==> src/rtl/vpw_rx_pkg.sv <==
package vpw_rx_pkg;

    typedef enum logic [2:0] {
        SYM_NONE  = 3'd0,
        SYM_NOISE = 3'd1,
        SYM_BIT   = 3'd2,
        SYM_SOF   = 3'd3,
        SYM_EOD   = 3'd4,
        SYM_EOF   = 3'd5
    } sym_kind_e;

    typedef struct packed {
        sym_kind_e kind;
        logic      bit_val;
    } sym_t;

endpackage

==> src/rtl/vpw_rx_sync_filter.sv <==
module vpw_rx_sync_filter #(
    parameter int FILT_LEN = 4
) (
    input  logic clk_i,
    input  logic rst_ni,
    input  logic bus_i,
    output logic level_o
);
    localparam int RUN_W = $clog2(FILT_LEN + 1);

    typedef struct packed {
        logic [1:0]       sync;
        logic             filt;
        logic [RUN_W-1:0] run;
    } filt_st_t;

    filt_st_t st_d, st_q;

    always_comb begin
        st_d      = st_q;
        st_d.sync = {st_q.sync[0], bus_i};
        if (st_q.sync[1] != st_q.filt) begin
            if (st_q.run == RUN_W'(FILT_LEN - 1)) begin
                st_d.filt = st_q.sync[1];
                st_d.run  = '0;
            end else begin
                st_d.run = st_q.run + 1'b1;
            end
        end else begin
            st_d.run = '0;
        end
    end

    always_ff @(posedge clk_i or negedge rst_ni) begin
        if (!rst_ni) st_q <= '0;
        else         st_q <= st_d;
    end

    assign level_o = st_q.filt;

    AST_FILT_FULL_RUN: assert property (@(posedge clk_i) disable iff (!rst_ni)
        (st_q.filt != $past(st_q.filt)) |-> ($past(st_q.run) == RUN_W'(FILT_LEN - 1)))
        else $error("filter level changed without a full run");

endmodule

==> src/rtl/vpw_rx_width_timer.sv <==
module vpw_rx_width_timer #(
    parameter int EOD_CYC = 8150,
    parameter int EOF_CYC = 11950
) (
    input  logic                           clk_i,
    input  logic                           rst_ni,
    input  logic                           level_i,
    output logic                           edge_o,
    output logic                           lvl_o,
    output logic [$clog2(EOF_CYC+1)-1:0]   width_o,
    output logic                           eod_hit_o,
    output logic                           eof_hit_o
);
    localparam int W_W = $clog2(EOF_CYC + 1);

    typedef struct packed {
        logic           level;
        logic [W_W-1:0] width;
    } tmr_st_t;

    tmr_st_t st_d, st_q;

    always_comb begin
        edge_o    = (level_i != st_q.level);
        eod_hit_o = !edge_o && !st_q.level && (st_q.width == W_W'(EOD_CYC - 1));
        eof_hit_o = !edge_o && !st_q.level && (st_q.width == W_W'(EOF_CYC - 1));
        st_d      = st_q;
        if (edge_o) begin
            st_d.level = level_i;
            st_d.width = W_W'(1);
        end else if (st_q.width < W_W'(EOF_CYC)) begin
            st_d.width = st_q.width + 1'b1;
        end
    end

    always_ff @(posedge clk_i or negedge rst_ni) begin
        if (!rst_ni) st_q <= '{level: 1'b0, width: W_W'(EOF_CYC)};
        else         st_q <= st_d;
    end

    assign lvl_o   = st_q.level;
    assign width_o = st_q.width;

    AST_WIDTH_RESTART: assert property (@(posedge clk_i) disable iff (!rst_ni)
        edge_o |=> (st_q.width == W_W'(1)))
        else $error("width did not restart on a transition");

    AST_WIDTH_COUNTS: assert property (@(posedge clk_i) disable iff (!rst_ni)
        (!edge_o && st_q.width < W_W'(EOF_CYC)) |=> (st_q.width == $past(st_q.width) + 1'b1))
        else $error("width did not advance while level held");

endmodule

==> src/rtl/vpw_rx_sym_classify.sv <==
module vpw_rx_sym_classify
    import vpw_rx_pkg::*;
#(
    parameter int SHORT_MIN_CYC = 1700,
    parameter int LONG_MIN_CYC  = 4800,
    parameter int LONG_MAX_CYC  = 8150,
    parameter int W_W           = 14
) (
    input  logic           edge_i,
    input  logic           lvl_i,
    input  logic [W_W-1:0] width_i,
    input  logic           eod_hit_i,
    input  logic           eof_hit_i,
    output sym_t           sym_o
);
    always_comb begin
        sym_o = '{kind: SYM_NONE, bit_val: 1'b0};
        if (eof_hit_i) begin
            sym_o.kind = SYM_EOF;
        end else if (eod_hit_i) begin
            sym_o.kind = SYM_EOD;
        end else if (edge_i) begin
            if (width_i < W_W'(SHORT_MIN_CYC)) begin
                sym_o.kind = SYM_NOISE;
            end else if (width_i >= W_W'(LONG_MAX_CYC)) begin
                if (lvl_i) sym_o.kind = SYM_SOF;
            end else begin
                sym_o.kind    = SYM_BIT;
                sym_o.bit_val = lvl_i ^ (width_i >= W_W'(LONG_MIN_CYC));
            end
        end
    end

endmodule

==> src/rtl/vpw_rx_decoder.sv <==
module vpw_rx_decoder
    import vpw_rx_pkg::*;
#(
    parameter int FILT_LEN      = 4,
    parameter int SHORT_MIN_CYC = 1700,
    parameter int LONG_MIN_CYC  = 4800,
    parameter int LONG_MAX_CYC  = 8150,
    parameter int EOF_CYC       = 11950,
    parameter int DATA_W        = 8
) (
    input  logic              clk_i,
    input  logic              rst_ni,
    input  logic              bus_i,
    output logic              byte_valid_o,
    output logic [DATA_W-1:0] byte_o,
    output logic              sof_o,
    output logic              eof_o,
    output logic              noise_err_o,
    output logic              frame_err_o
);
    localparam int W_W   = $clog2(EOF_CYC + 1);
    localparam int CNT_W = $clog2(DATA_W);

    typedef struct packed {
        logic              in_frame;
        logic [CNT_W-1:0]  bitcnt;
        logic [DATA_W-1:0] shreg;
        logic [DATA_W-1:0] data;
        logic              byte_valid;
        logic              sof;
        logic              eof;
        logic              noise_err;
        logic              frame_err;
    } dec_st_t;

    logic           level;
    logic           edge_s;
    logic           lvl_s;
    logic [W_W-1:0] width_s;
    logic           eod_hit;
    logic           eof_hit;
    sym_t           sym;
    dec_st_t        st_d, st_q;

    vpw_rx_sync_filter #(.FILT_LEN(FILT_LEN)) u_filt (
        .clk_i  (clk_i),
        .rst_ni (rst_ni),
        .bus_i  (bus_i),
        .level_o(level)
    );

    vpw_rx_width_timer #(.EOD_CYC(LONG_MAX_CYC), .EOF_CYC(EOF_CYC)) u_tmr (
        .clk_i    (clk_i),
        .rst_ni   (rst_ni),
        .level_i  (level),
        .edge_o   (edge_s),
        .lvl_o    (lvl_s),
        .width_o  (width_s),
        .eod_hit_o(eod_hit),
        .eof_hit_o(eof_hit)
    );

    vpw_rx_sym_classify #(
        .SHORT_MIN_CYC(SHORT_MIN_CYC),
        .LONG_MIN_CYC (LONG_MIN_CYC),
        .LONG_MAX_CYC (LONG_MAX_CYC),
        .W_W          (W_W)
    ) u_cls (
        .edge_i   (edge_s),
        .lvl_i    (lvl_s),
        .width_i  (width_s),
        .eod_hit_i(eod_hit),
        .eof_hit_i(eof_hit),
        .sym_o    (sym)
    );

    always_comb begin
        st_d            = st_q;
        st_d.byte_valid = 1'b0;
        st_d.sof        = 1'b0;
        st_d.eof        = 1'b0;
        st_d.noise_err  = 1'b0;
        st_d.frame_err  = 1'b0;
        unique case (sym.kind)
            SYM_NOISE: st_d.noise_err = 1'b1;
            SYM_SOF: begin
                st_d.in_frame = 1'b1;
                st_d.bitcnt   = '0;
                st_d.sof      = 1'b1;
            end
            SYM_BIT: begin
                if (st_q.in_frame) begin
                    st_d.shreg = {st_q.shreg[DATA_W-2:0], sym.bit_val};
                    if (st_q.bitcnt == CNT_W'(DATA_W - 1)) begin
                        st_d.bitcnt     = '0;
                        st_d.data       = {st_q.shreg[DATA_W-2:0], sym.bit_val};
                        st_d.byte_valid = 1'b1;
                    end else begin
                        st_d.bitcnt = st_q.bitcnt + 1'b1;
                    end
                end
            end
            SYM_EOD: begin
                if (st_q.in_frame) begin
                    st_d.frame_err = (st_q.bitcnt != '0);
                    st_d.bitcnt    = '0;
                end
            end
            SYM_EOF: begin
                if (st_q.in_frame) begin
                    st_d.eof      = 1'b1;
                    st_d.in_frame = 1'b0;
                end
            end
            default: ;
        endcase
    end

    always_ff @(posedge clk_i or negedge rst_ni) begin
        if (!rst_ni) st_q <= '0;
        else         st_q <= st_d;
    end

    assign byte_valid_o = st_q.byte_valid;
    assign byte_o       = st_q.data;
    assign sof_o        = st_q.sof;
    assign eof_o        = st_q.eof;
    assign noise_err_o  = st_q.noise_err;
    assign frame_err_o  = st_q.frame_err;

    AST_STROBE_EXCL: assert property (@(posedge clk_i) disable iff (!rst_ni)
        $onehot0({sof_o, eof_o, byte_valid_o, noise_err_o, frame_err_o}))
        else $error("more than one strobe in a cycle");

    AST_SOF_OPENS: assert property (@(posedge clk_i) disable iff (!rst_ni)
        sof_o |-> (st_q.in_frame && st_q.bitcnt == '0))
        else $error("start mark left a stale bit count");

    AST_FERR_PARTIAL: assert property (@(posedge clk_i) disable iff (!rst_ni)
        frame_err_o |-> (st_q.bitcnt == '0 && $past(st_q.bitcnt) != '0))
        else $error("framing error without a partial byte");

    AST_EOF_CLOSES: assert property (@(posedge clk_i) disable iff (!rst_ni)
        eof_o |-> (!st_q.in_frame && $past(st_q.in_frame)))
        else $error("end of frame outside a frame");

    AST_BYTE_IN_FRAME: assert property (@(posedge clk_i) disable iff (!rst_ni)
        byte_valid_o |-> st_q.in_frame)
        else $error("byte presented outside a frame");

endmodule

==> config.mk <==
export PLATFORM = sky130hd
export DESIGN_NAME = vpw_rx_decoder
export DESIGN_NICKNAME = d
export VERILOG_FILES = /design/src/rtl/vpw_rx_pkg.sv /design/src/rtl/vpw_rx_sync_filter.sv /design/src/rtl/vpw_rx_width_timer.sv /design/src/rtl/vpw_rx_sym_classify.sv /design/src/rtl/vpw_rx_decoder.sv
export SDC_FILE = /design/constraint.sdc
export NUM_CORES = 1
export LEC_CHECK = 0
export BUFFER_PORTS_ARGS = -buffer_cell sky130_fd_sc_hd__buf_2
export CAP_MARGIN = 15
export CORE_UTILIZATION = 54
export DETAILED_ROUTE_END_ITERATION = 10
export PLACE_DENSITY = 0.79
export SYNTH_ARGS = -nofsm -noshare
export SYNTH_HDL_FRONTEND = slang
export SYNTH_SLANG_ARGS = --single-unit
==> constraint.sdc <==
create_clock -name clk_i -period 2.4 [get_ports clk_i]
set_input_delay 0.12 -clock clk_i [delete_from_list [all_inputs] [get_ports clk_i]]
set_output_delay 0.12 -clock clk_i [all_outputs]
set_load 0.1 [all_outputs]
==> key figures <==
Critical path
  • Worst-path fanout max: 9
  • Worst Setup Path Type: reg -> reg
  • CP endpoint kind: flop
  • Worst Path Arrival: 2.51 ns
  • Critical path required time: 2.60 ns
  • CP Launch Type: flop

STA
  • Slew @ Worst Pin: 0.942 ns
  • Final Skew: 0.00540 ns
  • Final period util: between 90 and 100%
  • Unrepaired setup endpoints after global routing: yes
  • Final hold violation count: 0
  • Setup_tns: 0 ns
  • Slew Viols, Final: 0
  • Tmin final: 2.31 ns
  • Max Clk Rate: between 0.4 and 0.5 GHz
  • # setup viols final: 0
  • Hold WS: 0.364 ns
  • Slew headroom: between 30% and 40%

Final layout
  • Layout cell share with drive strength beyond 1: between 20% and 30%
  • Final net count: 242
  • Layout area overhead: 9.54%
  • Ant diodes: 0
  • Fin cells: approximately 280

Synth
  • Top FF cell, synth: dfrtp_1
  • Yosys synthesis warning count: 0
  • Leading cell types by count after synthesis: dfrtp_1, nand2_1, nor2_1
  • Synth top area share: between 30% and 40%
  • Synth Register Bits: between 40 and 50
  • Most common cell in the netlist: dfrtp_1
  • Distinct cells, synth: 46
  • Seq/Total Area, Yosys: 50.1%
  • Mapped Area: 2270 µm²
  • Area leader, netlist: dfrtp_1
  • Async S/R FF share, synth: 100%
  • Cells after Synth: 215
  • Post-synthesis area per instance: 10.6 µm²
  • Post-synth EDFFs: 0
  • Synth Net Count: 226
  • Synth area leaders: dfrtp_1, dfstp_2, nand2_1

Drt
  • Via-per-instance ratio: 5.45
  • 1st-iter DRT viols: 85
  • DR WL/cell: around 14 µm
  • Post-Route WL: between 4 and 5 mm
  • Via count: 1537
  • Post-route ant nets: 0
  • Detailed Routing Iterations Pass 1: 4
  • # DRC: 0

Placed design
  • GPL Wtd Cong: 0.847
  • Cell count after placement: approximately 270
  • Detail Placement HPWL: 2.94 mm
  • Buffers on Ports: 15

Clock tree
  • Root buf cell: clkbuf_8
  • CTS Buffer Depth: 2
  • H-tree Lvls: 2
  • Clock sinks: 45
  • Clk Latency, worst-skew pair: 0.31 ns
  • CTS clk-pin slew, worst paths: 0.09 ns
  • CTS tree: built
  • Num CTS Buffers: 5

Outcome
  • Status: finished, final reports clean

Floorplan
  • Die footprint: between 4000 and 5000 µm²
  • Height of the die: roughly 67 µm
  • CORE AREA: 4030 µm²
  • I/O pins: 16
  • # rows: 23
  • Die X: 66.8 µm
  • Initial core utilization: between 50 and 60%

Global routing
  • Antenna violations before repair: 0
  • Vias in the first global route: 1524
  • Largest net degree at the start of global routing: 46
  • First-pass GRT wire length: 7.03 mm
  • Global-route usage over all layers: 21.4%
  • Total gr overflow: 0

Pwr
  • Maximum VDD drop: about 270 µV
  • Power density cells: 745 nW/µm²
  • Pleak: between 0.001 and 0.0015 µW
  • Power, Total: 1850 µW

Flow run
  • Max cap viols: 0

Min path
  • Hold Path Class: reg -> reg
==> critical path, cell delays in order, from the launching register on <==
cell and delay, ns:
dfstp_2 0.59, nand4b_1 0.17, o32ai_2 0.35, a2111oi_4 0.16, nor4_4 0.46, nand2_4 0.17
mux2_2 0.31
==> state kept, by name (all words and copies together) (netlist names) <==
name,count
byte_o,8
byte_valid_o,1
eof_o,1
frame_err_o,1
noise_err_o,1
sof_o,1
st_q,11
u_filt.level_o,1
u_filt.st_d,1
u_filt.st_q,4
u_tmr.lvl_o,1
u_tmr.width_o,14
==> cell families (layout without fill, tap and decap cells) <==
kind of cell	Yosys count	after routing	share of synthesized area [%]
adders and majority gates	8	8	4.41
buffers and inverters	30	47	6.89
muxes	9	9	4.47
and+or+nand+nor	85	85	20.1
AOI/OAI and AO/OA	26	26	9.32
xor gates and xnor gates	12	12	4.63
DFF	45	45	50.1
==> cell usage in the layout (no fill, tap or decap), types with 2 or more instances in the layout <==
master | synthesis | routed
dfrtp_1 | 36 | 36
nand2_1 | 29 | 29
buf_2 | 0 | 15
nor2_1 | 14 | 14
inv_1 | 13 | 13
mux2_2 | 9 | 9
buf_4 | 9 | 9
dfstp_2 | 9 | 9
ha_1 | 8 | 8
nand3_1 | 7 | 7
o21ai_0 | 7 | 7
xnor2_1 | 6 | 6
a21oi_1 | 6 | 6
xor2_1 | 6 | 6
nor3_1 | 5 | 5
clkbuf_8 | 0 | 5
nor4_1 | 4 | 4
nand4_1 | 4 | 4
nor3b_1 | 2 | 2
nand4b_1 | 2 | 2
and4_1 | 2 | 2
nor4b_1 | 2 | 2
a21o_1 | 2 | 2
and2_1 | 2 | 2
a22o_2 | 2 | 2
or3_1 | 2 | 2
dlygate4sd3_1 | 0 | 2
==> stage by stage <==
step,utilization (%),setup slack [ns],cell area (µm²)
after floorplan,-,0.106,2270
after global placement,58.5,0.129,2360
after detailed placement,58.5,0.0680,2360
after CTS,61.4,0.0381,2470
after global routing,61.7,-0.0109,2480
final,61.7,0.0898,2480
==> final timing paths <==
kind	from	end	slack (ns)	depth (start not counted)
max	u_tmr.width_o[5]	byte_o[7]	0.09	6
min	u_filt.st_d[5]	u_filt.st_q[5]	0.36	0
max reg2reg	u_tmr.width_o[5]	byte_o[7]	0.09	6
min reg2reg	u_filt.st_d[5]	u_filt.st_q[5]	0.36	0
max in group asynchronous	rst_ni	u_tmr.width_o[8]	1.32	2
min in group asynchronous	rst_ni	byte_o[1]	0.50	2
==> routing by layer <==
| layer | up-vias | part of all wire (%) | global-route usage [%] |
|---|---|---|---|
| met2 | 30 | 46 | 31.2 |
| li1 | 767 | - | - |
| met4 | 0 | 1.1 | 8.24 |
| met5 | - | 0 | 0 |
| met1 | 734 | 49 | 30.7 |
| met3 | 6 | 4.1 | 4.62 |
==> final cells by class <==
class                   count  area (µm²)
clock inverters             3        25.0
clock buffers               5        68.8
multi-input cells         140         980
flip-flops and latches     45        1140
inverters                  13        48.8
repair buffers             26         163
well taps                  50        62.6
fillers                   333        1540
==> where the power goes <==
| group | total [µW] | switching (µW) | leakage [µW] | internal [µW] |
|---|---|---|---|---|
| logic | 440 | 293 | 0.000587 | 147 |
| clock network | 491 | 281 | 0.0000447 | 210 |
| registers | 921 | 75.7 | 0.000582 | 845 |
==> what timing repair did <==
| action | 4_1_cts | 5_1_grt |
|---|---|---|
| endpoints found under the setup margin | 0 | 16 |
| gates resized for setup | 0 | 2 |
| buffers inserted | 0 | 1 |
| endpoints found under the hold margin | 37 | 0 |
| hold buffers | 2 | 0 |
(Power assumes the default switching activity.)
